==> config.mk <==
export PLATFORM = sky130hd
export DESIGN_NAME = eep_page_ctl
export DESIGN_NICKNAME = d
export VERILOG_FILES = /design/src/rtl/eep_pkg.sv /design/src/rtl/eep_cnt.sv /design/src/rtl/eep_done_det.sv /design/src/rtl/eep_page_ctl.sv
export SDC_FILE = /design/constraint.sdc
export NUM_CORES = 1
export LEC_CHECK = 0
export ABC_CLOCK_PERIOD_IN_PS = 2900
export CAP_MARGIN = 20
export CORE_MARGIN = 10
export CORE_UTILIZATION = 30
export DETAILED_ROUTE_END_ITERATION = 10
export SETUP_SLACK_MARGIN = 0.4
export SLEW_MARGIN = 20
export SYNTH_ARGS = -nofsm -noshare
export SYNTH_HDL_FRONTEND = slang
export SYNTH_SLANG_ARGS = --single-unit
==> constraint.sdc <==
create_clock -name clk -period 2.9 [get_ports clk]
set_input_delay 0.58 -clock clk [delete_from_list [all_inputs] [get_ports clk]]
set_output_delay 0.58 -clock clk [all_outputs]
set_load 0.1 [all_outputs]
==> src/rtl/eep_pkg.sv <==
package eep_pkg;
  typedef enum logic [3:0] {
    S_IDLE, S_RD, S_RD_FLT, S_WR_SET, S_WR_PUL, S_WR_HLD,
    S_WT_RB, S_PL_RD, S_PL_GAP, S_RSP
  } ctl_st_e;

  function automatic int unsigned ns2cyc(input int unsigned ns, input int unsigned clk_ns);
    int unsigned c;
    c = (ns + clk_ns - 1) / clk_ns;
    return (c == 0) ? 1 : c;
  endfunction
endpackage

==> src/rtl/eep_cnt.sv <==
module eep_cnt #(
  parameter int W = 8
) (
  input  logic         clk,
  input  logic         rst_n,
  input  logic         load,
  input  logic [W-1:0] val,
  output logic         zero
);
  logic [W-1:0] cnt_q, cnt_d;

  always_comb begin
    cnt_d = cnt_q;
    if (load)              cnt_d = val;
    else if (cnt_q != '0)  cnt_d = cnt_q - 1'b1;
  end

  always_ff @(posedge clk or negedge rst_n) begin
    if (!rst_n) cnt_q <= '0;
    else        cnt_q <= cnt_d;
  end

  assign zero = (cnt_q == '0);
endmodule

==> src/rtl/eep_done_det.sv <==
module eep_done_det (
  input  logic clk,
  input  logic rst_n,
  input  logic poll,
  input  logic rdy_async,
  input  logic smp7,
  input  logic exp7,
  output logic ok
);
  logic [1:0] rdy_sync_q;

  always_ff @(posedge clk or negedge rst_n) begin
    if (!rst_n) rdy_sync_q <= 2'b00;
    else        rdy_sync_q <= {rdy_sync_q[0], rdy_async};
  end

  assign ok = poll ? (smp7 == exp7) : rdy_sync_q[1];
endmodule

==> src/rtl/eep_page_ctl.sv <==
module eep_page_ctl
  import eep_pkg::*;
#(
  parameter int ADDR_W     = 13,
  parameter int DATA_W     = 8,
  parameter int PAGE_BYTES = 64,
  parameter int CLK_NS     = 8,
  parameter int T_ACC_NS   = 150,
  parameter int T_WP_NS    = 100,
  parameter int T_DF_NS    = 80,
  parameter int T_BLANK_NS = 200,
  parameter int TIMEOUT_NS = 20_000_000
) (
  input  logic                           clk,
  input  logic                           rst_n,
  input  logic                           cmd_valid,
  output logic                           cmd_ready,
  input  logic                           cmd_write,
  input  logic [ADDR_W-1:0]              cmd_addr,
  input  logic [$clog2(PAGE_BYTES):0]    cmd_len,
  input  logic                           poll_mode,
  input  logic [DATA_W-1:0]              wdat,
  output logic                           wdat_take,
  output logic                           rsp_valid,
  output logic [DATA_W-1:0]              rsp_rdata,
  output logic                           rsp_err,
  output logic                           mem_ce_n,
  output logic                           mem_oe_n,
  output logic                           mem_we_n,
  output logic [ADDR_W-1:0]              mem_addr,
  output logic [DATA_W-1:0]              mem_dq_o,
  output logic                           mem_dq_oe,
  input  logic [DATA_W-1:0]              mem_dq_i,
  input  logic                           mem_rdy
);
  localparam int COL_W   = $clog2(PAGE_BYTES);
  localparam int LEN_W   = COL_W + 1;
  localparam int RD_CYC  = int'(ns2cyc(T_ACC_NS, CLK_NS)) + 1;
  localparam int WP_CYC  = int'(ns2cyc(T_WP_NS, CLK_NS));
  localparam int FLT_CYC = int'(ns2cyc(T_DF_NS, CLK_NS));
  localparam int BLK_CYC = int'(ns2cyc(T_BLANK_NS, CLK_NS)) + 2;
  localparam int TMO_CYC = int'(ns2cyc(TIMEOUT_NS, CLK_NS));
  localparam int PH_MAX  = (RD_CYC > WP_CYC ? RD_CYC : WP_CYC) > (FLT_CYC > BLK_CYC ? FLT_CYC : BLK_CYC)
                         ? (RD_CYC > WP_CYC ? RD_CYC : WP_CYC) : (FLT_CYC > BLK_CYC ? FLT_CYC : BLK_CYC);
  localparam int PH_W    = $clog2(PH_MAX + 1);
  localparam int TMO_W   = $clog2(TMO_CYC + 1);

  // reset: asserted asynchronously, released on the clock
  logic [1:0] rst_sync_q;
  logic       rst_n_s;
  always_ff @(posedge clk or negedge rst_n) begin
    if (!rst_n) rst_sync_q <= 2'b00;
    else        rst_sync_q <= {rst_sync_q[0], 1'b1};
  end
  assign rst_n_s = rst_sync_q[1];

  ctl_st_e             st_q, st_d;
  logic [ADDR_W-1:0]   addr_q, addr_d;
  logic [LEN_W-1:0]    left_q, left_d;
  logic [DATA_W-1:0]   dout_q, dout_d, rdata_q, rdata_d;
  logic                exp7_q, exp7_d, poll_q, poll_d, smp7_q, smp7_d;
  logic                err_q, err_d, take_q, take_d;
  logic                ph_load, ph_zero, tmo_load, tmo_zero, done_ok;
  logic [PH_W-1:0]     ph_val;

  eep_cnt #(.W(PH_W)) u_phase (
    .clk(clk), .rst_n(rst_n_s), .load(ph_load), .val(ph_val), .zero(ph_zero));

  eep_cnt #(.W(TMO_W)) u_tmo (
    .clk(clk), .rst_n(rst_n_s), .load(tmo_load), .val(TMO_W'(TMO_CYC - 1)), .zero(tmo_zero));

  eep_done_det u_det (
    .clk(clk), .rst_n(rst_n_s), .poll(poll_q), .rdy_async(mem_rdy),
    .smp7(smp7_q), .exp7(exp7_q), .ok(done_ok));

  always_comb begin
    st_d = st_q;   addr_d = addr_q; left_d = left_q; dout_d = dout_q;
    rdata_d = rdata_q; exp7_d = exp7_q; poll_d = poll_q; smp7_d = smp7_q;
    err_d = err_q; take_d = 1'b0;
    ph_load = 1'b0; ph_val = '0; tmo_load = 1'b0;
    unique case (st_q)
      S_IDLE: if (cmd_valid) begin
        addr_d = cmd_addr; poll_d = poll_mode; err_d = 1'b0;
        if (!cmd_write) begin
          st_d = S_RD; ph_load = 1'b1; ph_val = PH_W'(RD_CYC - 1);
        end else if (cmd_len == '0 || cmd_len > LEN_W'(PAGE_BYTES)) begin
          err_d = 1'b1; st_d = S_RSP;
        end else begin
          left_d = cmd_len; dout_d = wdat; exp7_d = wdat[DATA_W-1];
          take_d = 1'b1; st_d = S_WR_SET;
        end
      end
      S_RD: if (ph_zero) begin
        rdata_d = mem_dq_i; st_d = S_RD_FLT;
        ph_load = 1'b1; ph_val = PH_W'(FLT_CYC - 1);
      end
      S_RD_FLT: if (ph_zero) st_d = S_RSP;
      S_WR_SET: begin
        st_d = S_WR_PUL; ph_load = 1'b1; ph_val = PH_W'(WP_CYC - 1);
      end
      S_WR_PUL: if (ph_zero) st_d = S_WR_HLD;
      S_WR_HLD: if (left_q == LEN_W'(1)) begin
        tmo_load = 1'b1; ph_load = 1'b1;
        if (poll_q) begin st_d = S_PL_RD; ph_val = PH_W'(RD_CYC - 1);  end
        else        begin st_d = S_WT_RB; ph_val = PH_W'(BLK_CYC - 1); end
      end else begin
        left_d = left_q - 1'b1;
        addr_d = {addr_q[ADDR_W-1:COL_W], addr_q[COL_W-1:0] + 1'b1};
        dout_d = wdat; exp7_d = wdat[DATA_W-1]; take_d = 1'b1; st_d = S_WR_SET;
      end
      S_WT_RB: if (ph_zero) begin
        if (done_ok)       st_d = S_RSP;
        else if (tmo_zero) begin err_d = 1'b1; st_d = S_RSP; end
      end
      S_PL_RD: if (ph_zero) begin
        smp7_d = mem_dq_i[DATA_W-1]; st_d = S_PL_GAP;
        ph_load = 1'b1; ph_val = PH_W'(FLT_CYC - 1);
      end
      S_PL_GAP: if (ph_zero) begin
        if (done_ok)       st_d = S_RSP;
        else if (tmo_zero) begin err_d = 1'b1; st_d = S_RSP; end
        else begin st_d = S_PL_RD; ph_load = 1'b1; ph_val = PH_W'(RD_CYC - 1); end
      end
      S_RSP:   st_d = S_IDLE;
      default: st_d = S_IDLE;
    endcase
  end

  always_ff @(posedge clk or negedge rst_n_s) begin
    if (!rst_n_s) begin
      st_q <= S_IDLE; addr_q <= '0; left_q <= '0; dout_q <= '0; rdata_q <= '0;
      exp7_q <= 1'b0; poll_q <= 1'b0; smp7_q <= 1'b0; err_q <= 1'b0; take_q <= 1'b0;
    end else begin
      st_q <= st_d; addr_q <= addr_d; left_q <= left_d; dout_q <= dout_d; rdata_q <= rdata_d;
      exp7_q <= exp7_d; poll_q <= poll_d; smp7_q <= smp7_d; err_q <= err_d; take_q <= take_d;
    end
  end

  assign mem_ce_n  = !(st_q inside {S_RD, S_PL_RD, S_WR_SET, S_WR_PUL, S_WR_HLD});
  assign mem_oe_n  = !(st_q inside {S_RD, S_PL_RD});
  assign mem_we_n  = (st_q != S_WR_PUL);
  assign mem_dq_oe = (st_q inside {S_WR_SET, S_WR_PUL, S_WR_HLD});
  assign mem_addr  = addr_q;
  assign mem_dq_o  = dout_q;
  assign cmd_ready = (st_q == S_IDLE);
  assign rsp_valid = (st_q == S_RSP);
  assign rsp_rdata = rdata_q;
  assign rsp_err   = err_q;
  assign wdat_take = take_q;
endmodule

==> flow_metrics.py <==
metrics = {
    "sta": {
        "drv_slew": 0,
        "rsz0062_at_grt": "no",
        "slew_headroom_pct": 57.29,
        "setup_viol": 0,
        "hold_viol_final": 0,
        "fin_ws_ns": 0.4907,
        "whs_ns": 0.2938,
        "finalCritPeriodShare_pct": 83.08,
        "skew_ns": 0.005287,
        "worst_pin_slew_ns": 0.6407,
        "max_freq_mhz": 415.1,
        "finalCriticalPeriod_ns": 2.409,
        "fin_setup_tns_ns": 0,
    },
    "clock_network": {
        "htree_levels": 3,
        "root_buffer": "clkbuf_16",
        "clk_pin_slew_ns": 0.06,
        "postCtsSetupBuffers": 0,
        "cts_hold_buffers": 0,
        "cts_resized": 4,
        "cts_made_buffers": 9,
        "clkSinkCount": 75,
        "cts_buffer_depth": 2,
        "cts_tree": "done",
        "insertion_delay_ns": 0.33,
    },
    "critical_path": {
        "end_kind": "register",
        "critical_path_class": "primary input to register",
        "worstPathRequired_ns": 3.12,
        "worstRegToRegCells": 5,
        "crit_fanout": 17,
        "start_kind": "primary input",
        "worstPathArrival_ns": 2.63,
        "timing.rr.start": "u_tmo.cnt_q[12]",
        "r2r_end": "st_q[1]",
        "rrSetupSlack_ns": 0.52,
    },
    "yosys": {
        "postSynthCellCount": 376,
        "postSynth.asyncResetShare_pct": 100.0,
        "syn-cell-area_sq_um": 3879,
        "dominantRegCellSynth": "dfrtp_1",
        "synth_most_common_cell": "dfrtp_1",
        "yosysUniqueCellTypes": 60,
        "synth_top_cell_by_area": "dfrtp_1",
        "syn-num-nets": 425,
        "synth-edff-count": 0,
        "ys_seq_elements": 75,
        "synth_warnings": 0,
        "seq_area_frac_synth_pct": 48.39,
        "syn_area_per_cell_sq_um": 10.32,
        "ys_top_cells_by_area": "dfrtp_1 48%, mux2_2 7.5%, nand2_1 3.6%",
        "synth_top_area_share_pct": 48.39,
        "synth_common_cells": "75 x dfrtp_1, 37 x nand2_1, 26 x mux2_2, 26 x nor2_1, 24 x a21oi_1",
    },
    "global_routing": {
        "grt_pass1_wl_mm": 16.81,
        "grt_overflow_total": 0,
        "antenna_found_initial": 0,
        "grt_max_degree": 29,
        "first_global_vias": 3267,
        "track_usage_pct": 11.53,
    },
    "detailed_routing": {
        "ant_nets": 0,
        "wl_mm": 10.11,
        "vias": 3135,
        "first_pass_iters": 4,
        "viasPerCell": 4.914,
        "wl_per_cell_microns": 15.84,
        "drt_iter0_markers": 121,
        "drc": 0,
    },
    "power_and_ir_drop": {
        "peakVddDrop_v": 0.0002788,
        "p_leak_nw": 2.141,
        "p_per_area_nw_per_um2": 495.6,
    },
    "layout": {
        "final_core_util_pct": 41.68,
        "fin_nets": 510,
        "num_antenna_cells": 0,
        "layout-drive-gt1-share_pct": 26.61,
        "syn_to_final_growth_pct": 35.61,
    },
    "die": {
        "io-pin-count": 79,
        "rows": 41,
        "die_w_microns": 133.7,
        "core_sq_um": 12620,
        "dieArea_sq_um": 17880,
        "initial_core_util_pct": 30.74,
        "die_h_microns": 133.7,
    },
    "worst_hold_path": {
        "hold_class": "register to asynchronous set/reset pin",
    },
    "job": {
        "max_cap_viol_count": 0,
    },
    "outcome": {
        "status": "complete, no violations",
    },
    "placed_design": {
        "pre_cts_slack_ns": 0.09476,
        "numPortBuffers": 78,
        "gp_congestion": 0.8410,
        "dp_hpwl_mm": 7.421,
    },
}
power by group:
group | switching (mW) | total, mW | internal, mW
Clock | 0.442 | 1.22 | 0.776
Sequential | 0.0250 | 1.09 | 1.07
Combinational | 0.196 | 0.295 | 0.0983
metal layers:
metal	wire [microns]	global-route usage [%]	part of all wire, %	vias up
met5	0	0	0	-
met1	4620	14.45	46	1535
li1	-	-	-	1502
met4	114	4.595	1.1	0
met2	4631	17.70	46	90
met3	741	4.060	7.3	8
placed cells by master, fill, tap and decap left out, drive strengths merged, types with 15 or more instances in the layout:
cell type,count
mux2,28
dfrtp,75
a21oi,24
clkdlybuf4s50,41
buf,50
nand3,18
xnor2,15
nor2,26
o21ai,18
nand2,37
metrics by stage:
stage | instances | total power [mW] | cell area [sq um]
after floorplan | 376 | 1.294 | 3923
after global placement | 622 | 1.408 | 4897
after detailed placement | 622 | 1.411 | 4897
after CTS | 638 | 2.635 | 5241
after global routing | 638 | 2.697 | 5260
final | 638 | 2.607 | 5260
flip-flops by register name (all words and copies together) (netlist names), 2 cells and up:
signal,flops
u_tmo.cnt_q,22
u_det.rdy_sync_q,2
st_q,4
mem_addr,13
left_q,7
rsp_rdata,8
u_phase.cnt_q,5
mem_dq_o,8
rst_sync_q,2
logic make-up (layout without fill, tap and decap cells):
logic type / Yosys count / in the layout / synth area share, %
compound gates: 73 / 73 / 12.71
xor+xnor: 25 / 25 / 5.645
fa+ha+maj: 8 / 8 / 2.516
buf+inv: 28 / 118 / 2.968
flops: 75 / 75 / 48.39
mux: 30 / 30 / 8.839
other cells: 1 / 1 / 0.09668
simple gates: 136 / 136 / 18.84
cell type report:
| class | instances | area [sq um] |
|---|---|---|
| fill | 1254 | 7360 |
| sequential | 75 | 1883 |
| clock inverter | 6 | 88.84 |
| clock buffer | 10 | 239.0 |
| inverter | 11 | 45.04 |
| tap | 172 | 215.2 |
| timing repair buffer | 91 | 839.6 |
| multi-input combinational | 273 | 1949 |
how the worst max path moves through the flow:
stage,startpoint,to,slack (ns)
6_report,cmd_len[2],mem_dq_o[6],0.49
5_1_grt,cmd_len[3],left_q[5],0.40
4_1_cts,st_q[2],mem_ce_n,0.42
3_5_place_dp,cmd_len[2],left_q[5],0.09
3_3_place_gp,cmd_len[2],mem_dq_o[5],0.14
2_1_floorplan,st_q[1],mem_dq_o[3],0.42
critical path, stage by stage:
cell	delay, ns
clkdlybuf4s50_1	0.41
or4_1	0.54
nor3_2	0.16
xnor2_1	0.17
a32o_1	0.24
buf_6	0.18
mux2_2	0.34
No activity file was read; power rests on OpenSTA's default activity.
